### config.mk
export PLATFORM = sky130hd
export DESIGN_NAME = hb_quorum_top
export DESIGN_NICKNAME = d
export VERILOG_FILES = /design/src/rtl/hb_pkg.sv /design/src/rtl/hb_alive_cell.sv /design/src/rtl/hb_alive_bank.sv /design/src/rtl/hb_quorum_eval.sv /design/src/rtl/hb_quorum_top.sv
export SDC_FILE = /design/constraint.sdc
export NUM_CORES = 1
export LEC_CHECK = 0
export CAP_MARGIN = 20
export CELL_PAD_IN_SITES_DETAIL_PLACEMENT = 1
export CELL_PAD_IN_SITES_GLOBAL_PLACEMENT = 1
export CORE_AREA = 2 2 39 41
export DETAILED_ROUTE_END_ITERATION = 8
export DIE_AREA = 0 0 41 43
export MAX_ROUTING_LAYER = met4
export PLACE_DENSITY_LB_ADDON = 0.1
export SLEW_MARGIN = 15
export SYNTH_ARGS = -nofsm -noshare
export SYNTH_HDL_FRONTEND = slang
export SYNTH_SLANG_ARGS = --single-unit
export TNS_END_PERCENT = 10
### constraint.sdc
create_clock -name clk -period 2.61 [get_ports clk]
set_input_delay 0.3915 -clock clk [delete_from_list [all_inputs] [get_ports clk]]
set_output_delay 0.3915 -clock clk [all_outputs]
set_load 0.02 [all_outputs]
### src/rtl/hb_pkg.sv
package hb_pkg;

  // Phase of the refresh output register.
  typedef enum logic {
    HB_COLLECT = 1'b0,
    HB_FIRE    = 1'b1
  } hb_phase_e;

  // Default number of client slots.
  localparam int unsigned HB_DEFAULT_CLIENTS = 4;

endpackage

### src/rtl/hb_alive_cell.sv
// One alive flag. It is set by its own heartbeat, dropped when the client is
// disabled, and reloaded with the current beat on a quorum clear.
module hb_alive_cell (
  input  logic clk,
  input  logic rst,
  input  logic beat,
  input  logic enable,
  input  logic clear,
  output logic alive
);

  logic alive_q;
  logic alive_d;

  always_comb begin
    if (clear) alive_d = beat & enable;            // same-cycle beat kept
    else       alive_d = (alive_q | beat) & enable;
  end

  always_ff @(posedge clk) begin
    if (rst) alive_q <= 1'b0;
    else     alive_q <= alive_d;
  end

  assign alive = alive_q;

  // a flag can only rise after its own heartbeat
  a_r2_rise_needs_beat: assert property (@(posedge clk) disable iff (rst)
    $rose(alive_q) |-> $past(beat));

  // a disabled client never shows a set flag on the next cycle
  a_r6_disabled_low: assert property (@(posedge clk) disable iff (rst)
    !enable |=> !alive_q);

endmodule

### src/rtl/hb_alive_bank.sv
// Bank of per-client alive flags.
module hb_alive_bank #(
  parameter int unsigned N_CLIENTS = hb_pkg::HB_DEFAULT_CLIENTS
) (
  input  logic                 clk,
  input  logic                 rst,
  input  logic [N_CLIENTS-1:0] beat,
  input  logic [N_CLIENTS-1:0] enable,
  input  logic                 clear,
  output logic [N_CLIENTS-1:0] alive
);

  for (genvar g = 0; g < N_CLIENTS; g++) begin : g_cell
    hb_alive_cell u_cell (
      .clk    (clk),
      .rst    (rst),
      .beat   (beat[g]),
      .enable (enable[g]),
      .clear  (clear),
      .alive  (alive[g])
    );
  end

endmodule

### src/rtl/hb_quorum_eval.sv
// Decides whether every mandatory client has reported. A disabled slot counts
// as satisfied. An empty mask never forms a quorum.
module hb_quorum_eval #(
  parameter int unsigned N_CLIENTS = hb_pkg::HB_DEFAULT_CLIENTS
) (
  input  logic [N_CLIENTS-1:0] alive,
  input  logic [N_CLIENTS-1:0] enable,
  output logic                 met
);

  logic [N_CLIENTS-1:0] slot_ok;

  for (genvar g = 0; g < N_CLIENTS; g++) begin : g_slot
    assign slot_ok[g] = alive[g] | ~enable[g];
  end

  assign met = (|enable) & (&slot_ok);

endmodule

### src/rtl/hb_quorum_top.sv
module hb_quorum_top #(
  parameter int unsigned N_CLIENTS = hb_pkg::HB_DEFAULT_CLIENTS
) (
  input  logic                 clk,
  input  logic                 rst,
  input  logic [N_CLIENTS-1:0] beat_i,
  input  logic [N_CLIENTS-1:0] en_mask_i,
  output logic                 refresh_o,
  output logic [N_CLIENTS-1:0] alive_o
);

  import hb_pkg::*;

  hb_phase_e            phase_q;
  logic                 quorum_met;
  logic                 fire;
  logic [N_CLIENTS-1:0] alive_vec;

  hb_alive_bank #(.N_CLIENTS(N_CLIENTS)) u_bank (
    .clk    (clk),
    .rst    (rst),
    .beat   (beat_i),
    .enable (en_mask_i),
    .clear  (fire),
    .alive  (alive_vec)
  );

  hb_quorum_eval #(.N_CLIENTS(N_CLIENTS)) u_eval (
    .alive  (alive_vec),
    .enable (en_mask_i),
    .met    (quorum_met)
  );

  // no new refresh while the previous one is still on the output
  assign fire = quorum_met & (phase_q == HB_COLLECT);

  always_ff @(posedge clk) begin
    if (rst)       phase_q <= HB_COLLECT;
    else if (fire) phase_q <= HB_FIRE;
    else           phase_q <= HB_COLLECT;
  end

  assign refresh_o = (phase_q == HB_FIRE);
  assign alive_o   = alive_vec;

  // a refresh only follows a cycle with a complete, non-empty quorum
  a_r3_refresh_after_quorum: assert property (@(posedge clk) disable iff (rst)
    refresh_o |-> $past((|en_mask_i) && ((alive_o | ~en_mask_i) == '1)));

  // after a refresh only the beats of the clear cycle may remain
  a_r4_cleared_on_refresh: assert property (@(posedge clk) disable iff (rst)
    refresh_o |-> ((alive_o & ~$past(beat_i)) == '0));

  // empty mask never produces a refresh
  a_r7_empty_mask_quiet: assert property (@(posedge clk) disable iff (rst)
    (en_mask_i == '0) |=> !refresh_o);

  // pulse is one cycle wide
  a_r9_single_pulse: assert property (@(posedge clk) disable iff (rst)
    refresh_o |=> !refresh_o);

endmodule

==> impl_metrics.env, run 1 <==
export IMPL_critical_path_startpoint_type="register"
export IMPL_grt_pass1_wl_um=1190
export IMPL_drv_slew=0
export IMPL_synth_xor_area_share_pct=0
export IMPL_drt_iter0_drc=0
export IMPL_cp_arrival_ps=1240
export IMPL_antenna_found_initial=0
export IMPL_endpoint="refresh_o"
export IMPL_hold_viol=0
export IMPL_grt_overflow=0
export IMPL_rsz0062_at_grt="no"
export IMPL_synth_seq_cells=5
export IMPL_syn_avg_cell_area_um2=10.5
export IMPL_synth_compound_area_share_pct=25.4
export IMPL_area_growth_synth_to_final_pct=51.2
export IMPL_max_slew_margin_rel_pct=70.3
export IMPL_synth_top_cell_by_area="dfxtp_1"
export IMPL_hold_buffers=0
export IMPL_antenna_left=0
export IMPL_root_buffer="clkbuf_4"
export IMPL_via_count=262
export IMPL_yosys_area_share_simple_pct=29.5
export IMPL_synthCells=29
export IMPL_cp_depth=1
export IMPL_regToRegStartpoint="u_bank.g_cell[3].u_cell.alive"
export IMPL_stdcell_area_um2=462
export IMPL_syn_cell_area_um2=305
export IMPL_synth_ff_type="dfxtp_1"
export IMPL_start_util_pct=22.1
export IMPL_power_leakage_nw=0.156
export IMPL_ir_drop_mv=0.211
export IMPL_fillers=158
export IMPL_layout_setup_ws_ps=974
export IMPL_reg2reg_slack_ps=1380
export IMPL_totalWireLength_um=747
export IMPL_status="finished clean"
export IMPL_pin_count=15
export IMPL_synth_mux_area_share_pct=0
export IMPL_timing_critical_path_buf_inv=1
export IMPL_cp_slowest_cell="clkdlybuf4s50_1"
export IMPL_cts_repair_resized=0
export IMPL_clock_skew_final_ps=1.03
export IMPL_crit_path_max_fanout=2
export IMPL_worst_slew_pin_slew_ps=445
export IMPL_chipHeight_um=43
export IMPL_avgViaCountPerCell=4.44
export IMPL_numClockSinks=5
export IMPL_fin_setup_tns_ps=0
export IMPL_htreeDepth=1
export IMPL_final_util_pct=33.4
export IMPL_cap_violations=0
export IMPL_fin_crit_ps=1640
export IMPL_finalCritPeriodShare_pct=62.7
export IMPL_wl_per_cell_um=12.7
export IMPL_yosysWarnings=0
export IMPL_place_ws_ps=752
export IMPL_yosysMostFrequentCell="dfxtp_1"
export IMPL_synthTopCellsByCount="dfxtp_1 (5), a21oi_1 (4), buf_4 (4), o211ai_1 (4), nor3_1 (3)"
export IMPL_hp_class="reg -> reg"
export IMPL_critPathMaxStageDelay_ps=630
export IMPL_layout_drive_gt1_share_pct=16.3
export IMPL_die_area_mm2=0.00176
export IMPL_io_buffers=14
export IMPL_reg2reg_depth=3
export IMPL_cp_required_ps=2220
export IMPL_crit_chain="clkdlybuf4s50_1"
export IMPL_cts_buffers=3
export IMPL_netlist_cell_type_count=12
export IMPL_netlist_top_cells_area="dfxtp_1 (33%), buf_4 (9.8%), o211ai_1 (9.8%)"
export IMPL_crit_start="refresh_o"
export IMPL_critPathTopFamily="buffers and inverters"
export IMPL_clock_latency_ps=240
export IMPL_rows=14
export IMPL_synth_top_family_by_area="simple AND/OR/NAND/NOR gates"
export IMPL_synth_fa_ha_area_share_pct=0
export IMPL_end_kind="primary output"
export IMPL_synthArstFlopShare_pct=0
export IMPL_synth_edf_count=0
export IMPL_diodes=0
export IMPL_seq_area_frac_synth_pct=32.8
export IMPL_max_freq_mhz=611
export IMPL_syn_nets=39
export IMPL_track_usage_pct=10.2
export IMPL_gp_congestion=0.638
export IMPL_setup_viol=0
export IMPL_synth_top_area_share_pct=32.8
export IMPL_coreArea_mm2=0.00138
export IMPL_drtPass1Iterations=1
export IMPL_r2r_end="refresh_o"
export IMPL_grt_pass1_vias=269
export IMPL_cts_tree="yes"
export IMPL_drc=0
export IMPL_nets=54
export IMPL_grt_max_degree=6
export IMPL_cts_buffer_depth=2
export IMPL_clkTransAtPathRegs_ps=40
export IMPL_powerDensity_mw_per_mm2=482
export IMPL_placed_area_um2=435
export IMPL_dp_hpwl_um=601
export IMPL_worstSetupPathType="reg -> out"
export IMPL_post_cts_buffers=0
export IMPL_chipWidth_um=41
[layout make-up]
cell class	count	area, um^2	area share [%]
flip-flops and latches	5	100	21.7
clock buffers	4	26.3	5.69
well taps	16	20.0	4.34
multi-input cells	18	168	36.3
repair buffers	14	140	30.4
inverters	2	7.51	1.63
[where the power goes]
group	internal, mW	switching [mW]
clock network	0.0578	0.0311
logic	0.0276	0.0228
registers	0.0803	0.00312
[per-layer routing]
metal | up-vias | track usage (%) | share of wire [%]
met2 | 8 | 15.3 | 49
met1 | 121 | 12.2 | 42
met3 | 0 | 1.57 | 9.1
met5 | - | - | 0
met4 | 0 | 6.00 | 0
li1 | 133 | - | -
[how the worst min path moves through the flow]
stage / depth (start not counted) / start / slack [ps] / end
2_1_floorplan: 1 / rst / 460 / refresh_o
3_3_place_gp: 2 / u_bank.g_cell[1].u_cell.alive / 560 / u_bank.g_cell[1].u_cell.alive
3_5_place_dp: 2 / u_bank.g_cell[1].u_cell.alive / 560 / u_bank.g_cell[1].u_cell.alive
4_1_cts: 2 / u_bank.g_cell[1].u_cell.alive / 570 / u_bank.g_cell[1].u_cell.alive
5_1_grt: 2 / u_bank.g_cell[1].u_cell.alive / 610 / u_bank.g_cell[1].u_cell.alive
6_report: 2 / u_bank.g_cell[1].u_cell.alive / 560 / u_bank.g_cell[1].u_cell.alive
[cells in the final DEF (no fill, tap or decap)]
cell type,n
nor4_4,1
dfxtp_1,5
o211ai_1,4
inv_1,2
clkbuf_4,3
a21oi_1,4
nor4b_4,1
clkdlybuf4s50_1,14
a2111oi_4,1
nor2_1,1
nor3_1,3
clkbuf_1,1
nor2b_1,2
nor2b_4,1
[logic make-up after synthesis]
group                  after synthesis
AOI/OAI and AO/OA                    9
buffers and inverters                6
and+or+nand+nor                      9
DFF                                  5
[flip-flops by register name, indices dropped and copies added (netlist names)]
signal / cells
u_bank.g_cell.u_cell.alive: 4
refresh_o: 1
[through the flow]
stage                     hold WS [ps]  total power [mW]  std cells
after detailed placement           560             0.136         55
after floorplan                    463             0.111         29
after global routing               608             0.242         59
after global placement             557             0.135         55
final                              564             0.223         59
after CTS                          570             0.228         59
Power figures use the tool's default switching activity.
==> run 2: changes to the inputs <==
clock period = 1.3 ns   (was 2.61 ns; I/O delays follow)
==> impl_metrics.env, run 2 (same netlist as run 1, synthesis figures left out) <==
export IMPL_placed_area_um2=473
export IMPL_cp_slowest_cell="clkdlybuf4s50_1"
export IMPL_finalCritPeriodShare_pct=92.9
export IMPL_timing_critical_path_buf_inv=2
export IMPL_status="finished clean"
export IMPL_clock_skew_final_ps=1.14
export IMPL_powerDensity_mw_per_mm2=936
export IMPL_post_cts_buffers=0
export IMPL_fin_setup_tns_ps=0
export IMPL_place_ws_ps=-219
export IMPL_start_util_pct=22.1
export IMPL_layout_setup_ws_ps=92.0
export IMPL_cts_tree="yes"
export IMPL_regToRegStartpoint="u_bank.g_cell[3].u_cell.alive"
export IMPL_drc=0
export IMPL_htreeDepth=1
export IMPL_ir_drop_mv=0.276
export IMPL_power_mw=0.470
export IMPL_chipWidth_um=41
export IMPL_drtPass1Iterations=4
export IMPL_stdcell_area_um2=502
export IMPL_final_common_cell="clkdlybuf4s50_1"
export IMPL_grt_pass1_vias=308
export IMPL_worst_slew_pin_slew_ps=411
export IMPL_grt_max_degree=6
export IMPL_nets=59
export IMPL_grt_overflow=0
export IMPL_cts_buffers=3
export IMPL_max_freq_mhz=828
export IMPL_totalWireLength_um=824
export IMPL_hp_class="in -> reg"
export IMPL_hold_viol=0
export IMPL_clkTransAtPathRegs_ps=50
export IMPL_via_count=300
export IMPL_cp_required_ps=1440
export IMPL_root_buffer="clkbuf_4"
export IMPL_clock_latency_ps=250
export IMPL_rsz0062_at_grt="no"
export IMPL_final_cells=64
export IMPL_worstSetupPathType="in -> reg"
export IMPL_hold_ws_ps=347
export IMPL_critPathMaxStageDelay_ps=420
export IMPL_setup_viol=0
export IMPL_drt_iter0_drc=6
export IMPL_critPathTopFamily="buffers and inverters"
export IMPL_end_kind="register"
export IMPL_cp_arrival_ps=1340
export IMPL_drv_slew=0
export IMPL_area_growth_synth_to_final_pct=64.3
export IMPL_diodes=0
export IMPL_gp_congestion=0.746
export IMPL_numClockSinks=5
export IMPL_chipHeight_um=43
export IMPL_final_util_pct=36.3
export IMPL_wl_per_cell_um=12.9
export IMPL_rows=14
export IMPL_grt_pass1_wl_um=1300
export IMPL_crit_path_max_fanout=4
export IMPL_final_cell_mix="clkdlybuf4s50_1 (7), dlygate4sd2_1 (5), dfxtp_1 (5)"
export IMPL_antenna_left=0
export IMPL_avgViaCountPerCell=4.69
export IMPL_antenna_found_initial=0
export IMPL_coreArea_mm2=0.00138
export IMPL_track_usage_pct=11.8
export IMPL_io_buffers=14
export IMPL_dpl_cell_count=60
export IMPL_fin_crit_ps=1210
export IMPL_pin_count=15
export IMPL_power_leakage_nw=0.221
export IMPL_critical_path_startpoint_type="primary input"
export IMPL_layout_drive_gt1_share_pct=25.0
export IMPL_die_area_mm2=0.00176
export IMPL_cts_buffer_depth=2
export IMPL_max_slew_margin_rel_pct=72.5
export IMPL_min_from="en_mask_i[1]"
export IMPL_crit_chain="clkdlybuf4s50_1 -> nor2b_4 -> a2111oi_4 -> buf_4 -> a21oi_1"
export IMPL_hold_buffers=0
export IMPL_cap_violations=0
export IMPL_crit_start="en_mask_i[3]"
export IMPL_largest_reg_flops=4
-- run 2: cell count changes in the layout (fill, tap and decap cells not counted), sizes merged --
cell	previous run	this run
buf	0	5
dlygate4sd2	0	5
dlymetal6s2s	0	2
clkdlybuf4s50	14	7
-- run 2: cell type report --
type / count / area (um^2)
clock buffers: 4 / 26.3
repair buffers: 19 / 180
flip-flops and latches: 5 / 100
multi-input cells: 18 / 168
well taps: 16 / 20.0
inverters: 2 / 7.51
fillers: 159 / 882
-- run 2: worst paths after layout --
| kind | to | cells after the start | slack, ps |
|---|---|---|---|
| worst min register to register | u_bank.g_cell[1].u_cell.alive | 2 | 570 |
| worst max-delay path | u_bank.g_cell[2].u_cell.alive | 5 | 90 |
| worst max register to register | u_bank.g_cell[2].u_cell.alive | 4 | 140 |
| worst min-delay path | refresh_o | 3 | 350 |
-- run 2: repair_timing --
| item | CTS | global route |
|---|---|---|
| cloned | 0 | 0 |
| gates resized for setup | 5 | 3 |
| endpoints found under the setup margin | 5 | 2 |
| pin swaps | 0 | 2 |
| hold endpoints to repair | 0 | 0 |
-- run 2: report_power, final --
part	internal (mW)	switching, mW
combinational	0.0597	0.0485
sequential	0.161	0.00595
clock	0.117	0.0775
-- run 2: worst min-delay path, cell delays in order --
cell and delay (ps):
dlymetal6s2s_1 140, a2111oi_4 90, nor4b_4 120
-- run 2: routing by layer --
metal	wire (um)	global-route usage, %	up-vias
met1	333	12.9	142
met4	31	10.0	0
met5	0	-	-
met2	388	16.6	11
met3	70	3.66	5
li1	-	-	142
